### config.mk
export PLATFORM = sky130hd
export DESIGN_NAME = double_pulse_mapper
export DESIGN_NICKNAME = d
export VERILOG_FILES = /design/src/rtl/dpm_pkg.sv /design/src/rtl/dpm_select.sv /design/src/rtl/dpm_assign.sv /design/src/rtl/dpm_state.sv /design/src/rtl/double_pulse_mapper.sv
export SDC_FILE = /design/constraint.sdc
export NUM_CORES = 1
export LEC_CHECK = 0
export BUFFER_PORTS_ARGS = -buffer_cell sky130_fd_sc_hd__buf_2
export CAP_MARGIN = 30
export CORE_ASPECT_RATIO = 0.7
export CORE_MARGIN = 4
export CORE_UTILIZATION = 57
export DETAILED_ROUTE_END_ITERATION = 16
export PLACE_DENSITY = 0.88
export REMOVE_ABC_BUFFERS = 1
export SYNTH_ARGS = -nofsm -noshare
export SYNTH_HDL_FRONTEND = slang
export SYNTH_HIERARCHICAL = 1
export SYNTH_SLANG_ARGS = --single-unit
export TNS_END_PERCENT = 50
### constraint.sdc
create_clock -name clk -period 5.4 [get_ports clk]
set_clock_uncertainty 0.15 [all_clocks]
set_input_delay 0 -clock clk [delete_from_list [all_inputs] [get_ports clk]]
set_output_delay 0 -clock clk [all_outputs]
set_load 0.05 [all_outputs]
### src/rtl/dpm_pkg.sv
package dpm_pkg;

   localparam int NUM_PH = 3;

   typedef logic [1:0] ph_idx_t;

   localparam ph_idx_t PH_A = 2'd0;
   localparam ph_idx_t PH_B = 2'd1;
   localparam ph_idx_t PH_C = 2'd2;

   // Next phase in the cyclic order A -> B -> C -> A
   function automatic ph_idx_t ph_next(input ph_idx_t i);
      return (i == PH_C) ? PH_A : ph_idx_t'(i + 2'd1);
   endfunction

   function automatic logic [NUM_PH-1:0] ph_onehot(input ph_idx_t i);
      logic [NUM_PH-1:0] v;
      v = '0;
      for (int k = 0; k < NUM_PH; k++) begin
         if (ph_idx_t'(k) == i) v[k] = 1'b1;
      end
      return v;
   endfunction

endpackage

### src/rtl/dpm_select.sv
// Picks the double-pulse phase: largest component or smallest component,
// ties resolved towards the lowest phase index.
module dpm_select
   import dpm_pkg::*;
#(
   parameter int DUTY_W = 12
) (
   input  logic                     pattern_min,
   input  logic [NUM_PH*DUTY_W-1:0] duty_flat,
   output ph_idx_t                  win_ph
);

   logic [DUTY_W-1:0] key [NUM_PH];
   logic [NUM_PH-1:0] beats_all;

   // Smallest-wins is turned into largest-wins by inverting the key,
   // which preserves equality and therefore the tie order.
   for (genvar i = 0; i < NUM_PH; i++) begin : g_key
      assign key[i] = pattern_min ? ~duty_flat[i*DUTY_W +: DUTY_W]
                                  :  duty_flat[i*DUTY_W +: DUTY_W];
   end

   // Phase i wins when it is strictly above every earlier phase and at
   // least equal to every later phase: exactly one phase satisfies this.
   for (genvar i = 0; i < NUM_PH; i++) begin : g_beat
      always_comb begin
         beats_all[i] = 1'b1;
         for (int j = 0; j < NUM_PH; j++) begin
            if (j < i) begin
               beats_all[i] = beats_all[i] & (key[i] >  key[j]);
            end else if (j > i) begin
               beats_all[i] = beats_all[i] & (key[i] >= key[j]);
            end
         end
      end
   end

   always_comb begin
      win_ph = PH_C;
      for (int i = NUM_PH - 1; i >= 0; i--) begin
         if (beats_all[i]) win_ph = ph_idx_t'(i);
      end
   end

endmodule

### src/rtl/dpm_assign.sv
// Single-pulse sequence assignment for a change of double-pulse phase.
// s1 begins a carrier cycle low, s2 begins high.
module dpm_assign
   import dpm_pkg::*;
(
   input  ph_idx_t           new_dbl,
   input  ph_idx_t           old_dbl,
   input  logic [NUM_PH-1:0] sw_state,
   output ph_idx_t           s1_ph,
   output ph_idx_t           s2_ph
);

   ph_idx_t ph_p;
   ph_idx_t ph_q;
   ph_idx_t keep_ph;
   ph_idx_t other_ph;
   logic    st_p;
   logic    st_q;
   logic    st_keep;

   assign ph_p = ph_next(new_dbl);
   assign ph_q = ph_next(ph_p);

   always_comb begin
      st_p = 1'b0;
      st_q = 1'b0;
      st_keep = 1'b0;
      for (int k = 0; k < NUM_PH; k++) begin
         if (ph_idx_t'(k) == ph_p) st_p = sw_state[k];
         if (ph_idx_t'(k) == ph_q) st_q = sw_state[k];
      end
      // The previously doubled phase is the one spared a commutation
      keep_ph  = (old_dbl == ph_q) ? ph_q : ph_p;
      other_ph = (keep_ph == ph_p) ? ph_q : ph_p;
      for (int k = 0; k < NUM_PH; k++) begin
         if (ph_idx_t'(k) == keep_ph) st_keep = sw_state[k];
      end
   end

   always_comb begin
      if (st_p != st_q) begin
         if (st_p) begin
            s2_ph = ph_p;
            s1_ph = ph_q;
         end else begin
            s1_ph = ph_p;
            s2_ph = ph_q;
         end
      end else if (st_keep) begin
         s2_ph = keep_ph;
         s1_ph = other_ph;
      end else begin
         s1_ph = keep_ph;
         s2_ph = other_ph;
      end
   end

endmodule

### src/rtl/dpm_state.sv
// Holds the current mapping; updates the single-pulse pair only on a
// change of double-pulse phase.
module dpm_state
   import dpm_pkg::*;
(
   input  logic    clk,
   input  logic    rst_n,
   input  logic    load,
   input  ph_idx_t win_ph,
   input  ph_idx_t s1_next,
   input  ph_idx_t s2_next,
   output ph_idx_t dbl_q,
   output ph_idx_t s1_q,
   output ph_idx_t s2_q,
   output logic    valid_q
);

   logic region_change;

   assign region_change = load && (win_ph != dbl_q);

   always_ff @(posedge clk or negedge rst_n) begin
      if (!rst_n) begin
         dbl_q   <= PH_A;
         s1_q    <= PH_B;
         s2_q    <= PH_C;
         valid_q <= 1'b0;
      end else begin
         valid_q <= load;
         if (region_change) begin
            dbl_q <= win_ph;
            s1_q  <= s1_next;
            s2_q  <= s2_next;
         end
      end
   end

endmodule

### src/rtl/double_pulse_mapper.sv
module double_pulse_mapper
   import dpm_pkg::*;
#(
   parameter int DUTY_W = 12
) (
   input  logic              clk,
   input  logic              rst_n,
   input  logic              load,
   input  logic              pattern_min,
   input  logic [DUTY_W-1:0] duty_a,
   input  logic [DUTY_W-1:0] duty_b,
   input  logic [DUTY_W-1:0] duty_c,
   input  logic [2:0]        sw_state,
   output logic              map_valid,
   output logic [2:0]        dbl_sel,
   output logic [2:0]        s1_sel,
   output logic [2:0]        s2_sel
);

   localparam int FLAT_W = NUM_PH * DUTY_W;

   if (DUTY_W < 2 || DUTY_W > 32) begin : g_bad_width
      $error("double_pulse_mapper: DUTY_W must lie in 2..32");
   end

   logic [FLAT_W-1:0] duty_flat;
   ph_idx_t           win_ph;
   ph_idx_t           s1_next;
   ph_idx_t           s2_next;
   ph_idx_t           dbl_q;
   ph_idx_t           s1_q;
   ph_idx_t           s2_q;

   assign duty_flat = {duty_c, duty_b, duty_a};

   dpm_select #(.DUTY_W(DUTY_W)) u_select (
      .pattern_min (pattern_min),
      .duty_flat   (duty_flat),
      .win_ph      (win_ph)
   );

   dpm_assign u_assign (
      .new_dbl  (win_ph),
      .old_dbl  (dbl_q),
      .sw_state (sw_state),
      .s1_ph    (s1_next),
      .s2_ph    (s2_next)
   );

   dpm_state u_state (
      .clk     (clk),
      .rst_n   (rst_n),
      .load    (load),
      .win_ph  (win_ph),
      .s1_next (s1_next),
      .s2_next (s2_next),
      .dbl_q   (dbl_q),
      .s1_q    (s1_q),
      .s2_q    (s2_q),
      .valid_q (map_valid)
   );

   assign dbl_sel = ph_onehot(dbl_q);
   assign s1_sel  = ph_onehot(s1_q);
   assign s2_sel  = ph_onehot(s2_q);

endmodule

After elaboration in Yosys (flattened, before gate mapping). Cells that the tools add are included. W data, S select, Z words.

Reductions and logical operators: 7. Multiplexer cells: 33. Equality and inequality tests: 18. Bitwise operators: 5. $add $sub $neg: 2. $lt $le $gt $ge: 4.

Operator list (count): $ge A12 B12 Y1 (3); $mux W12 (3); $not A12 Y12 (3); $mux W2 (12); $mux W1 (18); $eq A1 B2 Y1 const A (6); $eq A2 B2 Y1 const A (6); $gt A12 B12 Y1 (1); $logic_not A2 Y1 (6); $add A2 B1 Y2 const B (2); $eq A2 B2 Y1 (2); $eq A2 B2 Y1 const B (2); $and A1 B1 Y1 (2); $ne A2 B2 Y1 (1); $logic_and A1 B1 Y1 (1); $ne A1 B1 Y1 (1).

Bits in registers: 7.

Depth between registers and ports, before layout.
Depth in word-level cells: 18. Mapped depth: 18. Gate-level depth less buffers: 14.

Modules after synthesis. The synthesis kept the hierarchy.

Modules (own cells, without submodules): dpm_select (times used 1, area an instance 1197.4 um^2, cells each 150); dpm_state (times used 1, area an instance 271.5 um^2, cells each 16); dpm_assign (times used 1, area an instance 197.7 um^2, cells each 31); double_pulse_mapper (times used 1, area an instance 48.8 um^2, cells each 9).

Least setup slack after synthesis. OpenSTA, ideal clock, no wires.

Kind: input-to-reg. Start point: input port pattern_min. End point: register u_state.s1_q[1]. Setup time: 0.128 ns. Path buffers: 4. Arrival time: 3.081 ns. Path slack: 2.042 ns. Stages: 16. Cell sequence: clkbuf_1 -> buf_2 -> buf_2 -> xor2_1 -> inv_1 -> ha_1 -> nand4_1 -> or2_4 -> o22ai_2 -> mux2_4 -> buf_6 -> nor2_1 -> nand3_1 -> and4_4 -> a22o_1 -> mux2_1.

Word-level cells in the longest chain between the ends: 17. Elaborated cells between the ends (all ways): 45.

Ends and longest elaborated chain: start, declared (RTL line double_pulse_mapper.sv:9) `input logic pattern_min,`; $mux W12 (RTL line dpm_select.sv:19) `assign key[i] = pattern_min ? ~duty_flat[i*DUTY_W +: DUTY_W]`; $gt A12 B12 Y1 / $ge A12 B12 Y1 (equally long branches) (RTL line dpm_select.sv:30, dpm_select.sv:32); $and A1 B1 Y1 (RTL line dpm_select.sv:32) `beats_all[i] = beats_all[i] & (key[i] >= key[j]);`; $mux W2 (RTL line dpm_select.sv:41) `if (beats_all[i]) win_ph = ph_idx_t'(i);`; $mux W2 (*) (RTL line dpm_select.sv:41); named net win_ph[1] (RTL line double_pulse_mapper.sv:27) `ph_idx_t win_ph;`; $add A2 B1 Y2 / $eq A2 B2 Y1 (equally long branches) (RTL line dpm_pkg.sv:13) `return (i == PH_C) ? PH_A : ph_idx_t'(i + 2'd1);`; $mux W2 (*) (RTL line dpm_pkg.sv:13); $add A2 B1 Y2 / $eq A2 B2 Y1 (equally long branches) (RTL line dpm_pkg.sv:13, dpm_assign.sv:29); $mux W2 (RTL line dpm_pkg.sv:13); $eq A2 B2 Y1 (RTL line dpm_assign.sv:33) `keep_ph = (old_dbl == ph_q) ? ph_q : ph_p;`; $mux W2 (RTL line dpm_assign.sv:33); $logic_not A2 Y1 (RTL line dpm_assign.sv:36) `if (ph_idx_t'(k) == keep_ph) st_keep = sw_state[k];`; $mux W1 (3 in series) (RTL line dpm_assign.sv:36); $mux W2 (RTL line dpm_assign.sv:49) `end else if (st_keep) begin`; $mux W2 (*) (RTL line dpm_assign.sv:41) `if (st_p != st_q) begin`; named net s1_next[1] (RTL line double_pulse_mapper.sv:28) `ph_idx_t s1_next;`; end signal, assigned (RTL line dpm_state.sv:32) `s1_q <= s1_next;`; end, declared (RTL line dpm_state.sv:13) `output ph_idx_t s1_q,`.

The timed path passes the listed nets; every way through them passes the cells marked *. A chain may end at the register's enable or synchronous reset.

Worst setup path in the final report. Same ends and word-level chain as after synthesis.

==> impl_metrics.csv <==
group,metric,value,unit
run_status,run_status,"complete, no violations",
synthesis,synthAdderAreaFrac,23.2,%
sta,maxSlewHeadroom,34.7,%
synthesis,synth-compound-area-share,18.1,%
sta,drv_slew,0,
global_route,grt_pass1_wl,6690,µm
place,dp_slack,1.59,ns
finish,area_growth,19.2,%
setup_path,path_common_cell,"o211ai_1",
setup_path,crit_chain,"buf_2 > xnor2_1 > inv_1 > ha_1 > maj3_1 > o211ai_1 > o211ai_1 > a31oi_1 > mux2_4 > mux2i_1 > a32oi_1 > and4_4 > a22o_1 > mux2_1",
setup_path,cp_max_fo,41,
sta,fin_crit,3.68,ns
cts,htreeDepth,1,
synthesis,ys_types,48,
sta,tns,0,ns
cts,clk_path_buf_depth,2,
floorplan,dieArea,3970,µm²
cts,cts_made_buffers,3,
cts,cts_setup_buffers,0,
worst_hold_path,holdCritPathClass,"input pin to flip-flop",
routing,drt-vias-per-instance,5.65,
floorplan,die_h,53.9,µm
routing,drc,0,
cts,post_cts_resize_count,0,
synthesis,syn_avg_cell_area,8.33,µm²
pwr,p_leak,1.05,nW
sta,grt_setup_unrepaired,"false",
cts,cts_hold_buf,3,
synthesis,yosysSeqAreaShare,10.4,%
setup_path,cpPeakStageDelay,0.73,ns
finish,layout-drive-gt1-share,26.1,%
sta,fmax,272,MHz
sta,timing.final.crit_share,68.1,%
synthesis,synth-simple-area-share,16.8,%
pwr,vdd.ir_drop.worst,0.000208,V
routing,wirelength,4060,µm
routing,wl_per_cell,13.9,µm
floorplan,die_w,73.6,µm
finish,fillCellCount,224,
cts,tritoncts,"done",
setup_path,r2r_cells,5,
cts,clockRootBuffer,"clkbuf_8",
floorplan,io_pins,53,
cts,clock_latency,0.23,ns
routing,drtIter0Drc,84,
setup_path,start_kind,"input pin",
routing,vias,1655,
floorplan,core_area,2840,µm²
cts,cts.sinks,7,
setup_path,endpoint_kind,"flip-flop",
synthesis,synth-xor-area-share,18.4,%
setup_path,slowest_stage,"buf_2",
synthesis,syn_area,1720,µm²
synthesis,synth_top_family_by_area,"adder cells",
synthesis,yosysWarnings,6,
synthesis,ys_seq_elements,7,
floorplan,start_util,60.3,%
worst_hold_path,whs_path_depth,4,
global_route,antenna_found_initial,0,
setup_path,critPathKind,"input pin to flip-flop",
place,place.gp.congestion,0.839,
place,hpwlAfterDp,3170,µm
cts,clkTransAtPathRegs,0.04,ns
synthesis,syn_inst,206,
global_route,grt_pass1_vias,1503,
sta,finalWorstSetupSlack,1.72,ns
sta,hold_viol_final,0,
synthesis,synthFlopType,"dfrtp_1",
setup_path,crit_arrival,3.63,ns
finish,nNetsFinal,332,
synthesis,synth_edf_count,0,
synthesis,synthArstFlopShare,100,%
finish,diodes,0,
sta,tightest_slew,0.979,ns
run,maxCapViolations,0,
floorplan,std_cell_rows,16,
global_route,grt_max_degree,42,
synthesis,synth_mux_area_share,6.64,%
sta,setup_viol,0,
global_route,groute.usage.overall,21.3,%
global_route,overflow,0,
pwr,p_per_area,308,nW/µm²
place,io_buffers,52,
setup_path,worst_ep_required_time,5.36,ns
routing,dr.pass1.iters,4,
routing,ant_nets,0,
[synth_stat cells, types with 2 or more instances]
library cell	instances	share of area (%)
buf_2	5	1.5
o21ai_2	2	1.0
nor2b_1	10	3.6
dfstp_2	2	3.1
nand2_1	5	1.1
dfrtp_1	5	7.3
mux2i_1	2	1.2
o21ai_0	6	1.8
mux2_1	6	3.9
inv_1	16	3.5
o211ai_1	2	0.88
nor2_1	13	2.8
xnor2_1	14	7.1
a221o_1	2	1.2
ha_1	31	23
a21o_1	5	2.2
nor3_1	3	0.88
nand4_1	4	1.5
o21ai_1	2	0.58
buf_6	2	1.3
xor2_1	22	11
a21oi_1	13	3.8
and2b_1	2	0.88
nand2b_1	4	1.5
nand3_1	5	1.5
[critical path, delay by kind of cell]
kind / cells / cell delay, ns
adder cells (fa/ha/maj): 2 / 0.61
AND/OR/NAND/NOR: 1 / 0.23
buffers and inverters: 2 / 0.81
XOR/XNOR: 1 / 0.25
AO/OA/AOI/OAI: 5 / 0.91
multiplexers: 3 / 0.80
[path summary, 6_finish.rpt]
| check | start | to | slack (ns) |
|---|---|---|---|
| setup / recovery | pattern_min | u_state/s1_q[1] | 1.72 |
| hold / removal | sw_state[2] | u_state/s2_q[1] | 0.04 |
| setup reg to reg | u_state/dbl_q[1] | u_state/s1_q[1] | 3.54 |
| hold reg to reg | u_state/s2_q[0] | u_state/s2_q[0] | 0.39 |
| max in group asynchronous | rst_n | u_state/s2_q[0] | 4.30 |
| min in group asynchronous | rst_n | u_state/s1_q[0] | 0.11 |
[power by group]
group          switching, mW  internal [mW]  total [mW]
sequential            0.0285         0.0755       0.104
clock                 0.0233         0.0511      0.0744
combinational          0.284          0.167       0.451
total                  0.336          0.294       0.629
[placed cells by master (no fill, tap or decap), types with 4 or more instances in the layout]
master / n
buf_2: 52
ha_1: 31
xor2_1: 22
inv_1: 16
xnor2_1: 14
nor2_1: 13
a21oi_1: 13
nor2b_1: 10
o21ai_0: 6
mux2_1: 6
nand2_1: 5
a21o_1: 5
nand3_1: 5
dfrtp_1: 5
nand4_1: 4
nand2b_1: 4
[state kept, by name, indices dropped and copies added, names as in the netlist]
register and flops:
u_state/dbl_q 2, u_state/s1_q 2, u_state/s2_q 2, u_state/valid_q 1
[area by class of cell]
cell class                      count  area [µm²]  area share [%]
Multi-Input combinational cell    175        1430            69.8
Timing Repair Buffer               55         290            14.2
Sequential cell                     7         178            8.69
Inverter                           16        60.1            2.94
Clock buffer                        4        45.0            2.20
Tap cell                           36        45.0            2.20
[kinds of logic after synthesis]
logic type	after synthesis
and+or+nand+nor	52
xor gates and xnor gates	36
muxes	10
AOI/OAI and AO/OA	45
buffers and inverters	24
adders and majority gates	32
DFF	7
[through the flow]
stage | hold slack (ns) | power, mW | utilization (%) | cell area [µm²] | instances
after floorplan | -0.446 | 0.435 | - | 1660 | 198
after global placement | -0.311 | 0.529 | 69.3 | 1970 | 286
after detailed placement | -0.307 | 0.540 | 69.3 | 1970 | 286
after CTS | 0.0523 | 0.622 | 71.9 | 2040 | 293
after global routing | 0.0797 | 0.681 | 71.9 | 2040 | 293
final | 0.0448 | 0.629 | 71.9 | 2040 | 293
[per-layer routing]
metal	global-route usage [%]	vias to the layer above	wire length, µm
met5	0	-	0
met4	1.81	0	23
met1	30.8	747	1860
met3	4.29	2	337
met2	34.0	68	1840
li1	-	838	-
No activity file was read; power rests on OpenSTA's default activity.
